## config.mk

```make
export PLATFORM = sky130hd
export DESIGN_NAME = cache_inval_strobe
export DESIGN_NICKNAME = d
export VERILOG_FILES = /design/src/rtl/cache_inval_strobe.sv
export SDC_FILE = /design/constraint.sdc
export NUM_CORES = 1
export LEC_CHECK = 0
export BUFFER_PORTS_ARGS = -buffer_cell sky130_fd_sc_hd__buf_4
export CAP_MARGIN = 20
export CORE_MARGIN = 10
export CORE_UTILIZATION = 46
export CTS_CLUSTER_DIAMETER = 80
export DETAILED_ROUTE_END_ITERATION = 7
export PLACE_DENSITY = 0.73
export SLEW_MARGIN = 20
export SYNTH_ARGS = -nofsm -noshare
export SYNTH_HDL_FRONTEND = slang
export SYNTH_SLANG_ARGS = --single-unit
```

## constraint.sdc

```tcl
create_clock -name clk -period 1.72 [get_ports clk]
set_input_delay 0.172 -clock clk [delete_from_list [all_inputs] [get_ports clk]]
set_output_delay 0.172 -clock clk [all_outputs]
set_load 0.02 [all_outputs]
```

## src/rtl/cache_inval_strobe.sv

```systemverilog
module cache_inval_strobe #(
  parameter int ADDR_W = 30,
  parameter int LEN_W  = 5
) (
  input  logic              clk,
  input  logic              rst_n,
  input  logic              inv_en,
  input  logic              bus_owned,
  input  logic              mwr_active,
  input  logic              wr_valid,
  input  logic [ADDR_W-1:0] wr_word_addr,
  input  logic [LEN_W-1:0]  line_len,
  output logic              inv_strobe_n
);
  localparam int OFF_W = (LEN_W > 1) ? $clog2(LEN_W) : 1;

  logic [ADDR_W-1:0] last_q;
  logic              have_q;
  logic [OFF_W-1:0]  offs;
  logic [ADDR_W-1:0] tag_mask;
  logic              qual_wr, tag_diff, new_line, hit;

  always_comb begin
    offs = '0;
    for (int i = 0; i < LEN_W; i++)
      if (line_len[i]) offs = i[OFF_W-1:0];
  end

  assign tag_mask = {ADDR_W{1'b1}} << offs;
  assign tag_diff = |((wr_word_addr ^ last_q) & tag_mask);
  assign qual_wr  = rst_n & inv_en & bus_owned & mwr_active & wr_valid;
  assign new_line = !have_q || ((line_len != '0) && tag_diff);
  assign hit      = qual_wr & new_line;
  assign inv_strobe_n = ~hit;

  always_ff @(posedge clk or negedge rst_n) begin
    if (!rst_n) begin
      have_q <= 1'b0;
      last_q <= '0;
    end else if (!bus_owned || !inv_en) begin
      have_q <= 1'b0;
      last_q <= '0;
    end else if (hit) begin
      have_q <= 1'b1;
      last_q <= wr_word_addr;
    end
  end
endmodule


```

Word level (Yosys, flattened, before mapping):

Index checks and enable logic that the tools add are counted.

* flip-flop bits (word level): 31
* word-level logic and storage cells: 28
* input port bits: 41
* output and inout bits: 1

* multiplexer cells: 8
* shifts and indexed selects: 1
* reductions and logical operators: 9
* bitwise gates (word level): 8

Operators with widths (number)
* $mux W30: 2
* $and A30 B30 Y30: 1
* $reduce_or A30 Y1: 1
* $shl A30 B3 Y30 const A: 1
* $xor A30 B30 Y30: 1
* $mux W3: 2
* $and A1 B1 Y1: 5
* $reduce_bool A5 Y1: 1
* $logic_not A1 Y1: 3
* $mux W1: 3
* $logic_or A1 B1 Y1: 2
* $mux W2: 1
* $reduce_bool A2 Y1: 1
* $logic_and A1 B1 Y1: 1
* $not A1 Y1: 1

Logic depth before layout (Yosys ltp):

* depth in word-level cells: 12
* mapped depth: 6
* depth with buffers taken out: 5

Worst setup path before layout:

OpenSTA, ideal clock, no wires.

* kind: register to output
* start point: register last_q[10]
* end point: output inv_strobe_n
* path slack: -84 ps
* stages on the path, launching flop included: 6
* path buffers: 0
* data arrival time: 1632 ps
* required time: 1548 ps
* cell sequence: dfrtp_1 -> xnor2_1 -> nand4_1 -> nor4_4 -> nand3_1 -> a21boi_0

* word-level cells in the longest chain between the ends: 7

Ends and longest elaborated chain
* start, declared: RTL line 17 `logic [ADDR_W-1:0] last_q;`
* start signal, assigned: RTL line 45 `last_q <= wr_word_addr;`
* $xor A30 B30 Y30: RTL line 30 `assign tag_diff = |((wr_word_addr ^ last_q) & tag_mask);`
* $and A30 B30 Y30: RTL line 30
* $reduce_or A30 Y1: RTL line 30
* $logic_and A1 B1 Y1: RTL line 32 `assign new_line = !have_q || ((line_len != '0) && tag_diff);`
* $logic_or A1 B1 Y1: RTL line 32
* $and A1 B1 Y1: RTL line 33 `assign hit = qual_wr & new_line;`
* $not A1 Y1: RTL line 34 `assign inv_strobe_n = ~hit;`
* end, declared: RTL line 13 `output logic inv_strobe_n`

Every way passes these cells.

Worst setup path after layout:

* start point: register last_q[26]
* end point: output inv_strobe_n

Same word-level chain as after synthesis.

==> results.cfg <==
[worst_setup_path]
arrival_ns = 1.81
launching_point_of_the_worst_reg2reg_path = last_q[26]
critical_path_required_ns = 1.55
cp-start-kind = flip-flop
critical_path_origin = last_q[26]
crit_path_cell_trace = xnor2_2 -> nand4_1 -> nor4_4 -> nand3_1 -> a21boi_1 -> buf_4
crit_path_max_fanout = 2
slowest_stage = dfrtp_1
worstSetupEndpointType = output pin
crit_type = reg -> out
critical-path-max-stage-delay_ns = 0.42

[sta]
fin_crit_ns = 1.99
finalSetupViolations = 31
grt_setup_unrepaired = yes
hold_ws_ns = 0.105
period_share_pct = 115
worst-slew-pin-transition_ns = 0.393
maxSlewViolCount = 0
timing.clock.skew_ns = 0.00635
worst_slack_ns = -0.266
fmax_mhz = 504
report.final.hold_viol_count = 0
slew_headroom_pct = 73.8

[yosys]
ys_ff_latch = 31
synth_area_um2 = 1660
mappedNetlistNets = 169
ys_types = 25
synth.avg_cell_area_um2 = 12.9
postSynthCellCount = 128
yosys_warnings = 0
synth_sequential_area_ratio_pct = 46.9

[drt]
drt_drc_violations_left = 0
vias = 1295
drt_wl_total_mm = 3.97
post_drt_wl_per_cell_um = 17.5
route.detailed.vias_per_inst = 5.73
drtIter0Drc = 82
drtAntennaViolNets = 0
drt_pre_antenna_iters = 4

[clocking]
clk_path_buf_depth = 2
root_buf_cell = clkbuf_4
path_clk_slew_ns = 0.09
clock_sink_count = 31
clock_tree_from_tritoncts = yes
clk-insertion-delay-late_ns = 0.33
tritoncts.num_buffers = 5
cts.htree.levels = 2

[status]
run_status = complete, but fails checks
failed_checks = negative setup slack

[power_and_ir_drop]
power_leakage_nw = 0.939
vdd_drop_max_mv = 0.434
pwr_density_cell_nw_per_um2 = 663

[hold_path]
hold_path.class = in -> reg
worstHoldStart = wr_word_addr[6]

[place]
dpl-instance-area_um2 = 2030
numPortBuffers = 41
detailedPlace.worstSlack_ns = -0.201
detailedPlacementHpwl_mm = 3.00
gp_congestion = 0.752

[floorplanning]
starting_density_of_the_core_pct = 48.5
chipWidth_um = 80.0
coreArea_um2 = 3420
dieHeight_um = 80.0
io_pins = 42
overall_die_area_um2 = 6400
placementRows = 21

[grt]
grt_max_degree = 32
antenna_found_initial = 0
first_global_vias = 1391
grt_overflow = 0
global_route_wire_length_before_repair_mm = 6.42
grt.total_usage_pct = 12.6

[cells_and_area]
layout-area-overhead-vs-synth_pct = 30.0
most-common-layout-cells = 47 x buf_4, 31 x dfrtp_1, 30 x a32o_1
layout_commonest_cell = buf_4
post-route-cell-area_um2 = 2150
final_layout_size_suffix_gt1_share_pct = 39.4
insertedDiodeCount = 0
nNetsFinal = 221

[flow_run]
max_cap_violations = 0
-- worst paths after layout --
| path | end | slack (ns) | cells after the start |
|---|---|---|---|
| worst min register to register | last_q[6] | 0.52 | 1 |
| max in group asynchronous | last_q[6] | 1.02 | 3 |
| worst min-delay path | last_q[6] | 0.10 | 2 |
| worst max-delay path | inv_strobe_n | -0.27 | 6 |
| worst max register to register | last_q[1] | -0.22 | 7 |
| min in group asynchronous | have_q | 0.40 | 3 |
-- cell type report --
class,count,area (µm²)
multi-input combinational,86,807
inverter,2,7.51
clock buffer,6,51.3
fill,282,1260
sequential,31,776
tap,46,57.6
timing repair buffer,54,448
clock inverter,1,5.00
-- report_power, final --
part	switching, mW	internal [mW]	total (mW)	leakage (nW)
sequential	0.0135	0.747	0.760	0.429
clock	0.233	0.189	0.422	0.0341
combinational	0.106	0.138	0.244	0.477
-- stage by stage --
step           TNS (ns)  total power, mW  util, %  std cells
6_report          -5.31             1.43     63.0        226
5_1_grt           -7.85             1.51     63.0        226
4_1_cts           -3.89             1.44     62.8        226
3_5_place_dp      -5.22             1.02     59.3        214
3_3_place_gp      -2.11             1.01     59.3        214
2_1_floorplan         0            0.883        -        128
-- worst max-delay path: cells and delay by family (launching register included) --
family,cells,cell delay [ns]
AOI/OAI and AO/OA,1,0.14
xor gates and xnor gates,1,0.16
buffers and inverters,1,0.16
DFF,1,0.42
and+or+nand+nor,3,0.60
-- repair_timing --
action | in CTS | in global routing
setup endpoints to repair | 31 | 31
resized for setup | 6 | 1
gates cloned | 1 | 0
pin swaps | 21 | 3
hold endpoints to repair | 31 | 0
setup buffers | 3 | 0
hold buffers | 1 | 0
-- cells in the mapped netlist --
cell type | instances | area share, %
o21a_1 | 1 | 0.45
and3_2 | 1 | 0.45
nor4_4 | 1 | 1.3
nand2_1 | 2 | 0.45
xnor2_1 | 30 | 16
nand4_1 | 6 | 2.3
and3_1 | 1 | 0.38
o21bai_2 | 1 | 0.68
clkbuf_1 | 3 | 0.68
a21boi_0 | 1 | 0.45
buf_6 | 6 | 4.1
nand4_4 | 1 | 1.3
and2_2 | 1 | 0.45
a32o_1 | 30 | 18
a41o_2 | 1 | 0.68
o32ai_2 | 1 | 0.98
and2_1 | 1 | 0.38
o41ai_1 | 1 | 0.53
inv_1 | 2 | 0.45
nor3_2 | 1 | 0.60
or3_4 | 1 | 0.68
o311ai_2 | 1 | 0.98
dfrtp_1 | 31 | 47
o21ai_0 | 1 | 0.30
nand3_1 | 2 | 0.60
-- flip-flops by register name, indices dropped and copies added, names as in the netlist --
signal,cells
last_q,30
have_q,1
-- kinds of logic after synthesis --
family	count (synthesis)	synth area share, %
AOI/OAI and AO/OA	38	23.2
DFF	31	46.9
xor gates and xnor gates	30	15.9
and+or+nand+nor	18	8.84
buffers and inverters	11	5.22
-- layer usage --
layer / global-route usage (%) / wire [µm] / up-vias
met5: 0 / 0 / -
met4: 4.40 / 36 / 0
met3: 5.52 / 306 / 4
met2: 20.4 / 1970 / 44
met1: 14.5 / 1660 / 637
li1: - / - / 610
Power figures use the tool's default switching activity.
